<file path="src/rtl/mbx_pkg.sv">
package mbx_pkg;
  localparam int unsigned SLOT_W = 32;
  localparam int unsigned OFF_W  = 8;

  // byte offsets of the four windows
  localparam logic [3:0] OFS_PUSH  = 4'h0;
  localparam logic [3:0] OFS_HSTAT = 4'h4;
  localparam logic [3:0] OFS_POP   = 4'h8;
  localparam logic [3:0] OFS_ESTAT = 4'hC;

  // control bit positions inside a status word
  localparam int unsigned B_IE  = 0;
  localparam int unsigned B_IS  = 1;
  localparam int unsigned B_DB  = 2;
  localparam int unsigned B_RDY = 3;
  localparam int unsigned B_RST = 4;
  localparam int unsigned B_OVF = 5;

  typedef struct packed {
    logic [7:0] depth;
    logic [7:0] wr;
    logic [7:0] rd;
    logic [1:0] rsv;
    logic       ovf;
    logic       rst;
    logic       rdy;
    logic       db;
    logic       is;
    logic       ie;
  } stat_word_t;
endpackage

</file>
<file path="src/rtl/mbx_ring.sv">
module mbx_ring
  import mbx_pkg::*;
#(
  parameter int unsigned DEPTH = 8
) (
  input  logic              clk,
  input  logic              rst_n,
  input  logic              clr,
  input  logic              push,
  input  logic [SLOT_W-1:0] push_data,
  input  logic              pop,
  output logic [SLOT_W-1:0] pop_data,
  output logic [OFF_W-1:0]  wr_off,
  output logic [OFF_W-1:0]  rd_off,
  output logic              full,
  output logic              empty,
  output logic              push_drop
);
  localparam int unsigned IDX_W = (DEPTH > 1) ? $clog2(DEPTH) : 1;
  localparam logic [OFF_W-1:0] DEPTH_B = OFF_W'(DEPTH);

  logic [SLOT_W-1:0] store [DEPTH];
  logic [OFF_W-1:0]  wr_q, rd_q, fill;
  logic              push_ok, pop_ok;

  assign fill      = wr_q - rd_q;
  assign full      = (fill == DEPTH_B);
  assign empty     = (fill == '0);
  assign push_ok   = push && !full && !clr;
  assign pop_ok    = pop && !empty && !clr;
  assign push_drop = push && full && !clr;
  assign pop_data  = empty ? '0 : store[rd_q[IDX_W-1:0]];
  assign wr_off    = wr_q;
  assign rd_off    = rd_q;

  always_ff @(posedge clk) begin
    if (push_ok) store[wr_q[IDX_W-1:0]] <= push_data;
  end

  always_ff @(posedge clk) begin
    if (!rst_n || clr) begin
      wr_q <= '0;
      rd_q <= '0;
    end else begin
      if (push_ok) wr_q <= wr_q + 1'b1;
      if (pop_ok)  rd_q <= rd_q + 1'b1;
    end
  end


  fill_bound_chk: assert property (@(posedge clk) disable iff (!rst_n)
    (wr_q - rd_q) <= DEPTH_B);

  full_hold_chk: assert property (@(posedge clk) disable iff (!rst_n)
    (push && full && !clr) |=> $stable(wr_q));

  empty_hold_chk: assert property (@(posedge clk) disable iff (!rst_n)
    (pop && empty && !clr) |=> $stable(rd_q));

  clr_zero_chk: assert property (@(posedge clk) disable iff (!rst_n)
    clr |=> (wr_q == '0 && rd_q == '0));
endmodule

</file>
<file path="src/rtl/mbx_side_ctl.sv">
module mbx_side_ctl
  import mbx_pkg::*;
#(
  parameter bit HAS_OVF = 1'b0
) (
  input  logic              clk,
  input  logic              rst_n,
  input  logic              wr_en,
  input  logic [SLOT_W-1:0] wdata,
  input  logic              db_in,
  input  logic              other_rst,
  input  logic              ovf_set,
  output logic              ie,
  output logic              is,
  output logic              rdy,
  output logic              rst_req,
  output logic              ovf,
  output logic              db_out,
  output logic              irq
);
  logic ie_q, is_q, rdy_q, rst_q;

  assign db_out = wr_en && wdata[B_DB];

  always_ff @(posedge clk) begin
    if (!rst_n) begin
      ie_q  <= 1'b0;
      is_q  <= 1'b0;
      rdy_q <= 1'b0;
      rst_q <= 1'b0;
    end else begin
      if (wr_en) begin
        ie_q  <= wdata[B_IE];
        rst_q <= wdata[B_RST];
        rdy_q <= wdata[B_RDY] && !wdata[B_RST] && !other_rst;
      end else if (rst_q || other_rst) begin
        rdy_q <= 1'b0;
      end
      if (db_in)                          is_q <= 1'b1;
      else if (wr_en && wdata[B_IS])      is_q <= 1'b0;
    end
  end

  generate
    if (HAS_OVF) begin : g_ovf
      logic ovf_q;
      always_ff @(posedge clk) begin
        if (!rst_n)                       ovf_q <= 1'b0;
        else if (ovf_set)                 ovf_q <= 1'b1;
        else if (wr_en && wdata[B_OVF])   ovf_q <= 1'b0;
      end
      assign ovf = ovf_q;

      ovf_sticky_chk: assert property (@(posedge clk) disable iff (!rst_n)
        (ovf_q && !(wr_en && wdata[B_OVF])) |=> ovf_q);
    end else begin : g_no_ovf
      assign ovf = 1'b0;
    end
  endgenerate

  assign ie      = ie_q;
  assign is      = is_q;
  assign rdy     = rdy_q;
  assign rst_req = rst_q;
  assign irq     = ie_q && is_q;


  is_clear_chk: assert property (@(posedge clk) disable iff (!rst_n)
    (wr_en && wdata[B_IS] && !db_in) |=> !is_q);

  rdy_drop_chk: assert property (@(posedge clk) disable iff (!rst_n)
    other_rst |=> !rdy_q);

  db_raise_chk: assert property (@(posedge clk) disable iff (!rst_n)
    db_in |=> is_q);
endmodule

</file>
<file path="src/rtl/mbx_mailbox.sv">
module mbx_mailbox
  import mbx_pkg::*;
#(
  parameter int unsigned DEPTH  = 8,
  parameter int unsigned ADDR_W = 4
) (
  input  logic              clk,
  input  logic              rst_n,
  input  logic              h_sel,
  input  logic              h_we,
  input  logic [ADDR_W-1:0] h_addr,
  input  logic [31:0]       h_wdata,
  output logic [31:0]       h_rdata,
  input  logic              e_sel,
  input  logic              e_we,
  input  logic [ADDR_W-1:0] e_addr,
  input  logic [31:0]       e_wdata,
  output logic [31:0]       e_rdata,
  output logic              h_irq,
  output logic              e_irq
);
  localparam logic [7:0] DEPTH_B = 8'(DEPTH);
  localparam logic [ADDR_W-1:0] A_PUSH  = ADDR_W'(OFS_PUSH);
  localparam logic [ADDR_W-1:0] A_HSTAT = ADDR_W'(OFS_HSTAT);
  localparam logic [ADDR_W-1:0] A_POP   = ADDR_W'(OFS_POP);
  localparam logic [ADDR_W-1:0] A_ESTAT = ADDR_W'(OFS_ESTAT);

  logic h_wr, h_rd, e_wr, e_rd;
  logic link_up, rst_any, push, pop, push_drop, full, empty;
  logic h_ie, h_is, h_rdy, h_rst, h_ovf, h_db;
  logic e_ie, e_is, e_rdy, e_rst, e_ovf, e_db;
  logic [SLOT_W-1:0] pop_data;
  logic [OFF_W-1:0]  wr_off, rd_off;
  stat_word_t h_view, e_view;
  logic [31:0] h_mux, e_mux;

  assign h_wr    = h_sel && h_we;
  assign h_rd    = h_sel && !h_we;
  assign e_wr    = e_sel && e_we;
  assign e_rd    = e_sel && !e_we;
  assign link_up = h_rdy && e_rdy;
  assign rst_any = h_rst || e_rst;
  assign push    = h_wr && (h_addr == A_PUSH) && link_up;
  assign pop     = e_rd && (e_addr == A_POP) && link_up;

  mbx_ring #(.DEPTH(DEPTH)) u_ring (
    .clk(clk), .rst_n(rst_n), .clr(rst_any),
    .push(push), .push_data(h_wdata), .pop(pop), .pop_data(pop_data),
    .wr_off(wr_off), .rd_off(rd_off), .full(full), .empty(empty),
    .push_drop(push_drop)
  );

  mbx_side_ctl #(.HAS_OVF(1'b1)) u_host_ctl (
    .clk(clk), .rst_n(rst_n),
    .wr_en(h_wr && (h_addr == A_HSTAT)), .wdata(h_wdata),
    .db_in(e_db), .other_rst(e_rst), .ovf_set(push_drop),
    .ie(h_ie), .is(h_is), .rdy(h_rdy), .rst_req(h_rst), .ovf(h_ovf),
    .db_out(h_db), .irq(h_irq)
  );

  mbx_side_ctl #(.HAS_OVF(1'b0)) u_eng_ctl (
    .clk(clk), .rst_n(rst_n),
    .wr_en(e_wr && (e_addr == A_ESTAT)), .wdata(e_wdata),
    .db_in(h_db), .other_rst(h_rst), .ovf_set(1'b0),
    .ie(e_ie), .is(e_is), .rdy(e_rdy), .rst_req(e_rst), .ovf(e_ovf),
    .db_out(e_db), .irq(e_irq)
  );

  always_comb begin
    h_view = '{depth: DEPTH_B, wr: wr_off, rd: rd_off, rsv: 2'b00,
               ovf: h_ovf, rst: h_rst, rdy: h_rdy, db: 1'b0, is: h_is, ie: h_ie};
    e_view = '{depth: DEPTH_B, wr: wr_off, rd: rd_off, rsv: 2'b00,
               ovf: e_ovf, rst: e_rst, rdy: e_rdy, db: 1'b0, is: e_is, ie: e_ie};
  end

  always_comb begin
    h_mux = '0;
    if (h_addr == A_HSTAT)      h_mux = h_view;
    else if (h_addr == A_ESTAT) h_mux = e_view;
  end

  always_comb begin
    e_mux = '0;
    if (e_addr == A_HSTAT)      e_mux = h_view;
    else if (e_addr == A_ESTAT) e_mux = e_view;
    else if (e_addr == A_POP)   e_mux = link_up ? pop_data : '0;
  end

  always_ff @(posedge clk) begin
    if (!rst_n) begin
      h_rdata <= '0;
      e_rdata <= '0;
    end else begin
      if (h_rd) h_rdata <= h_mux;
      if (e_rd) e_rdata <= e_mux;
    end
  end


  link_push_chk: assert property (@(posedge clk) disable iff (!rst_n)
    (h_wr && h_addr == A_PUSH && !link_up && !rst_any) |=> $stable(wr_off));

  link_pop_chk: assert property (@(posedge clk) disable iff (!rst_n)
    (e_rd && e_addr == A_POP && !link_up) |=> (e_rdata == '0));

  irq_pair_chk: assert property (@(posedge clk) disable iff (!rst_n)
    h_db |=> (e_is && (e_irq == e_ie)));
endmodule

</file>
<file path="config.mk">
export PLATFORM = sky130hd
export DESIGN_NAME = mbx_mailbox
export DESIGN_NICKNAME = d
export VERILOG_FILES = /design/src/rtl/mbx_pkg.sv /design/src/rtl/mbx_ring.sv /design/src/rtl/mbx_side_ctl.sv /design/src/rtl/mbx_mailbox.sv
export SDC_FILE = /design/constraint.sdc
export NUM_CORES = 1
export LEC_CHECK = 0
export ABC_CLOCK_PERIOD_IN_PS = 5900
export BUFFER_PORTS_ARGS = -buffer_cell sky130_fd_sc_hd__buf_4
export CAP_MARGIN = 40
export CORE_ASPECT_RATIO = 0.5
export CORE_MARGIN = 2
export CORE_UTILIZATION = 53
export CTS_CLUSTER_DIAMETER = 80
export DETAILED_ROUTE_END_ITERATION = 7
export GPL_TIMING_DRIVEN = 1
export PLACE_DENSITY = 0.83
export SLEW_MARGIN = 10
export SYNTH_ARGS = -nofsm -noshare
export SYNTH_HDL_FRONTEND = slang
export SYNTH_SLANG_ARGS = --single-unit
</file>
<file path="constraint.sdc">
create_clock -name clk -period 5.9 [get_ports clk]
set_input_delay 0.885 -clock clk [delete_from_list [all_inputs] [get_ports clk]]
set_output_delay 0.885 -clock clk [all_outputs]
set_load 0.02 [all_outputs]
</file>
==> reports/metrics.yaml <==
maxCapViolCount: 0
syn_area_per_cell_um2: 15.7
grt.overflow.total: 0
bufs_on_longest_clock_path: 3
cts_num_sinks: 338
setup_viol_count_final: 0
worstSetupStartpointType: "flip-flop"
floorplan.initialDensity_pct: 54.0
clkLatencyLatePin_ns: 0.57
vdd_drop_max_mv: 0.261
power.combinational.fraction_pct: 3.0
ys.warnings.count: 0
ys_async_sr_fraction_pct: 0
grt_antenna_before_repair: 2
boundaryPins: 144
critPathKind: "flip-flop to flip-flop"
detail_route.iter0.violations: 858
num_vias: 8103
min_period_ns: 3.90
post-route-drc-count: 0
floorplan_core_area_um2: 25300
fin_setup_tns_ns: 0
run_status: "finished clean"
mostFrequentLayoutCell: "sky130_fd_sc_hd__edfxtp_1"
timing.hold.ws_ns: 0.464
leakage_power_figure_nw: 5.14
synth_enable_flop_cells: 256
number_of_synthesized_register_bits: 338
avgViaCountPerCell: 6.05
synthesis.instances: 870
place.detailed.instances: 1285
synth_ff_type: "sky130_fd_sc_hd__edfxtp_1"
clockRootBuffer: "sky130_fd_sc_hd__clkbuf_16"
cts.repair_timing.setup_buffer_count: 0
num-fill-cells: 1708
relSlewSlack_pct: 39.6
cts_repair_resize_count: 0
synthToLayoutAreaGrowth_pct: 15.3
wl_per_cell_um: 22.8
finalWirelength_mm: 30.5
port_buffers: 106
vias_in_the_first_global_route: 8130
final_hold_viol_count: 0
firstDrtPassIters: 5
net-switching-power_uw: 956
grt_max_degree: 76
dieArea_um2: 27200
p_int_mw: 3.62
switching_share_pct: 20.9
worst_ep_required_time_ns: 6.16
placement_rows: 41
htreeDepth: 1
power_per_standard_cell_area_nw_per_um2: 290
min-delay-path-class: "flip-flop to flip-flop"
die_y_um: 118
die_x_um: 231
numCtsBuffers: 29
max_slew.worst_pin.slew_ns: 0.906
nets: 1059
finalClockSkew_ns: 0.0170
p_clk_share_pct: 41.0
layout-drive-gt1-share_pct: 27.1
critPathCaptureType: "flip-flop"
post_route_total_power_mw: 4.58
sequential_cell_fraction_of_total_power_pct: 56.1
global_routing_usage_summed_across_all_routing_layers_pct: 22.4
fin_util_pct: 62.3
layout.cells.most_common_list: "256 x sky130_fd_sc_hd__edfxtp_1, 121 x sky130_fd_sc_hd__buf_4, 79 x sky130_fd_sc_hd__dfxtp_1"
post-route-period-util_pct: 66.1
grt_first_pass_wirelength_mm: 47.1
global_placement_routability_congestion: 0.851
yosysSeqAreaShare_pct: 68.3
dp.final_hpwl_mm: 17.7
rsz0062_at_grt: "no"
worstPathMaxFanout: 27
cts_hold_buffers: 0
cts_tree: "yes"
worst_ep_arrival_time_ns: 4.16
antenna_violating_nets_post_route: 0
achievable-frequency_ghz: 0.257
post_synth_num_cell_types: 54
clk_transition_reported_paths_ns: 0.07
drv_slew: 0
synth_area_um2: 13700
final_cell_count_no_fill: 1340
==> critical path: stages, from the launching register on <==
cell and delay, ns:
sky130_fd_sc_hd__dfxtp_1 0.65, sky130_fd_sc_hd__inv_1 0.27, sky130_fd_sc_hd__ha_1 0.28, sky130_fd_sc_hd__nand2b_4 0.15, sky130_fd_sc_hd__a211oi_2 0.29, sky130_fd_sc_hd__nor3b_1 0.11, sky130_fd_sc_hd__o32a_4 0.43, sky130_fd_sc_hd__o31ai_4 0.81
sky130_fd_sc_hd__nor4_2 0.06, sky130_fd_sc_hd__buf_2 0.22, sky130_fd_sc_hd__buf_4 0.30
==> state kept, by name, indices dropped and copies added, names as in the netlist, 8 cells and up, named ones only <==
register and count:
e_rdata 32, h_rdata 22, u_ring.rd_off 8, u_ring.store 256, u_ring.wr_off 8
==> Yosys cell counts, drive strengths merged, types with 6 or more instances <==
cell | number | area (um^2)
a21boi | 21 | 158
a21oi | 37 | 185
and2 | 7 | 43.8
buf | 26 | 171
clkbuf | 36 | 136
dfxtp | 82 | 1640
edfxtp | 256 | 7690
ha | 9 | 113
inv | 12 | 45.0
mux2 | 10 | 113
mux2i | 33 | 330
mux4 | 64 | 1440
nand2 | 52 | 195
nand2b | 6 | 45.0
nand3 | 36 | 180
nor2 | 34 | 128
nor2b | 10 | 62.6
nor3 | 12 | 60.1
nor4 | 9 | 56.3
o21a | 17 | 128
o21ai | 41 | 205
o31ai | 7 | 85.1
or3 | 9 | 56.3
==> metrics by stage <==
stage | setup WS [ns] | instance area, um^2
floorplan | 0.218 | 13700
global placement | 2.02 | 14800
detailed placement | 2.18 | 14800
CTS | 2.10 | 15800
global route | 1.89 | 15800
finish | 2.00 | 15800
==> power groups by stage <==
| stage | logic [mW] | registers (mW) | clock network [mW] |
|---|---|---|---|
| 4_1_cts | 0.134 | 2.57 | 1.89 |
| 2_1_floorplan | 0.0536 | 2.63 | 0 |
| 3_3_place_gp | 0.125 | 2.62 | 0 |
| 6_report | 0.136 | 2.57 | 1.87 |
| 3_5_place_dp | 0.132 | 2.62 | 0 |
| 5_1_grt | 0.146 | 2.56 | 1.98 |
==> worst paths after layout <==
| kind | cells after the start | startpoint | slack, ns | to |
|---|---|---|---|---|
| worst max-delay path | 10 | u_ring.wr_off[0] | 2.00 | u_ring.store[4][26] |
| worst min-delay path | 2 | h_rdata[14] | 0.46 | h_rdata[14] |
| worst max register to register | 10 | u_ring.wr_off[0] | 2.00 | u_ring.store[4][26] |
| worst min register to register | 2 | h_rdata[14] | 0.46 | h_rdata[14] |
==> layout make-up <==
type	count	area [um^2]	share of cell area [%]
antenna	1	2.50	0.0159
clock buffer	40	807	5.12
clock inverter	14	121	0.770
inverter	12	45.0	0.286
multi-input combinational	467	4070	25.8
sequential	338	9340	59.2
tap	344	430	2.73
timing repair buffer	124	956	6.06
==> cells by family after synthesis <==
| group | count (synthesis) | synth area share, % |
|---|---|---|
| other | 1 | 0.0274 |
| buffers and inverters | 74 | 2.58 |
| adder cells (fa/ha/maj) | 9 | 0.824 |
| flip-flops | 338 | 68.3 |
| AND/OR/NAND/NOR | 192 | 7.00 |
| XOR/XNOR | 6 | 0.385 |
| AO/OA/AOI/OAI | 143 | 7.13 |
| multiplexers | 107 | 13.8 |
==> layer usage <==
| metal | wire, um | track usage [%] | vias up |
|---|---|---|---|
| met5 | 15 | 0 | - |
| met4 | 758 | 7.06 | 2 |
| met3 | 2330 | 3.88 | 54 |
| met2 | 14800 | 36.1 | 426 |
| met1 | 12600 | 31.5 | 4071 |
| li1 | - | - | 3550 |
Power figures use the tool's default switching activity.
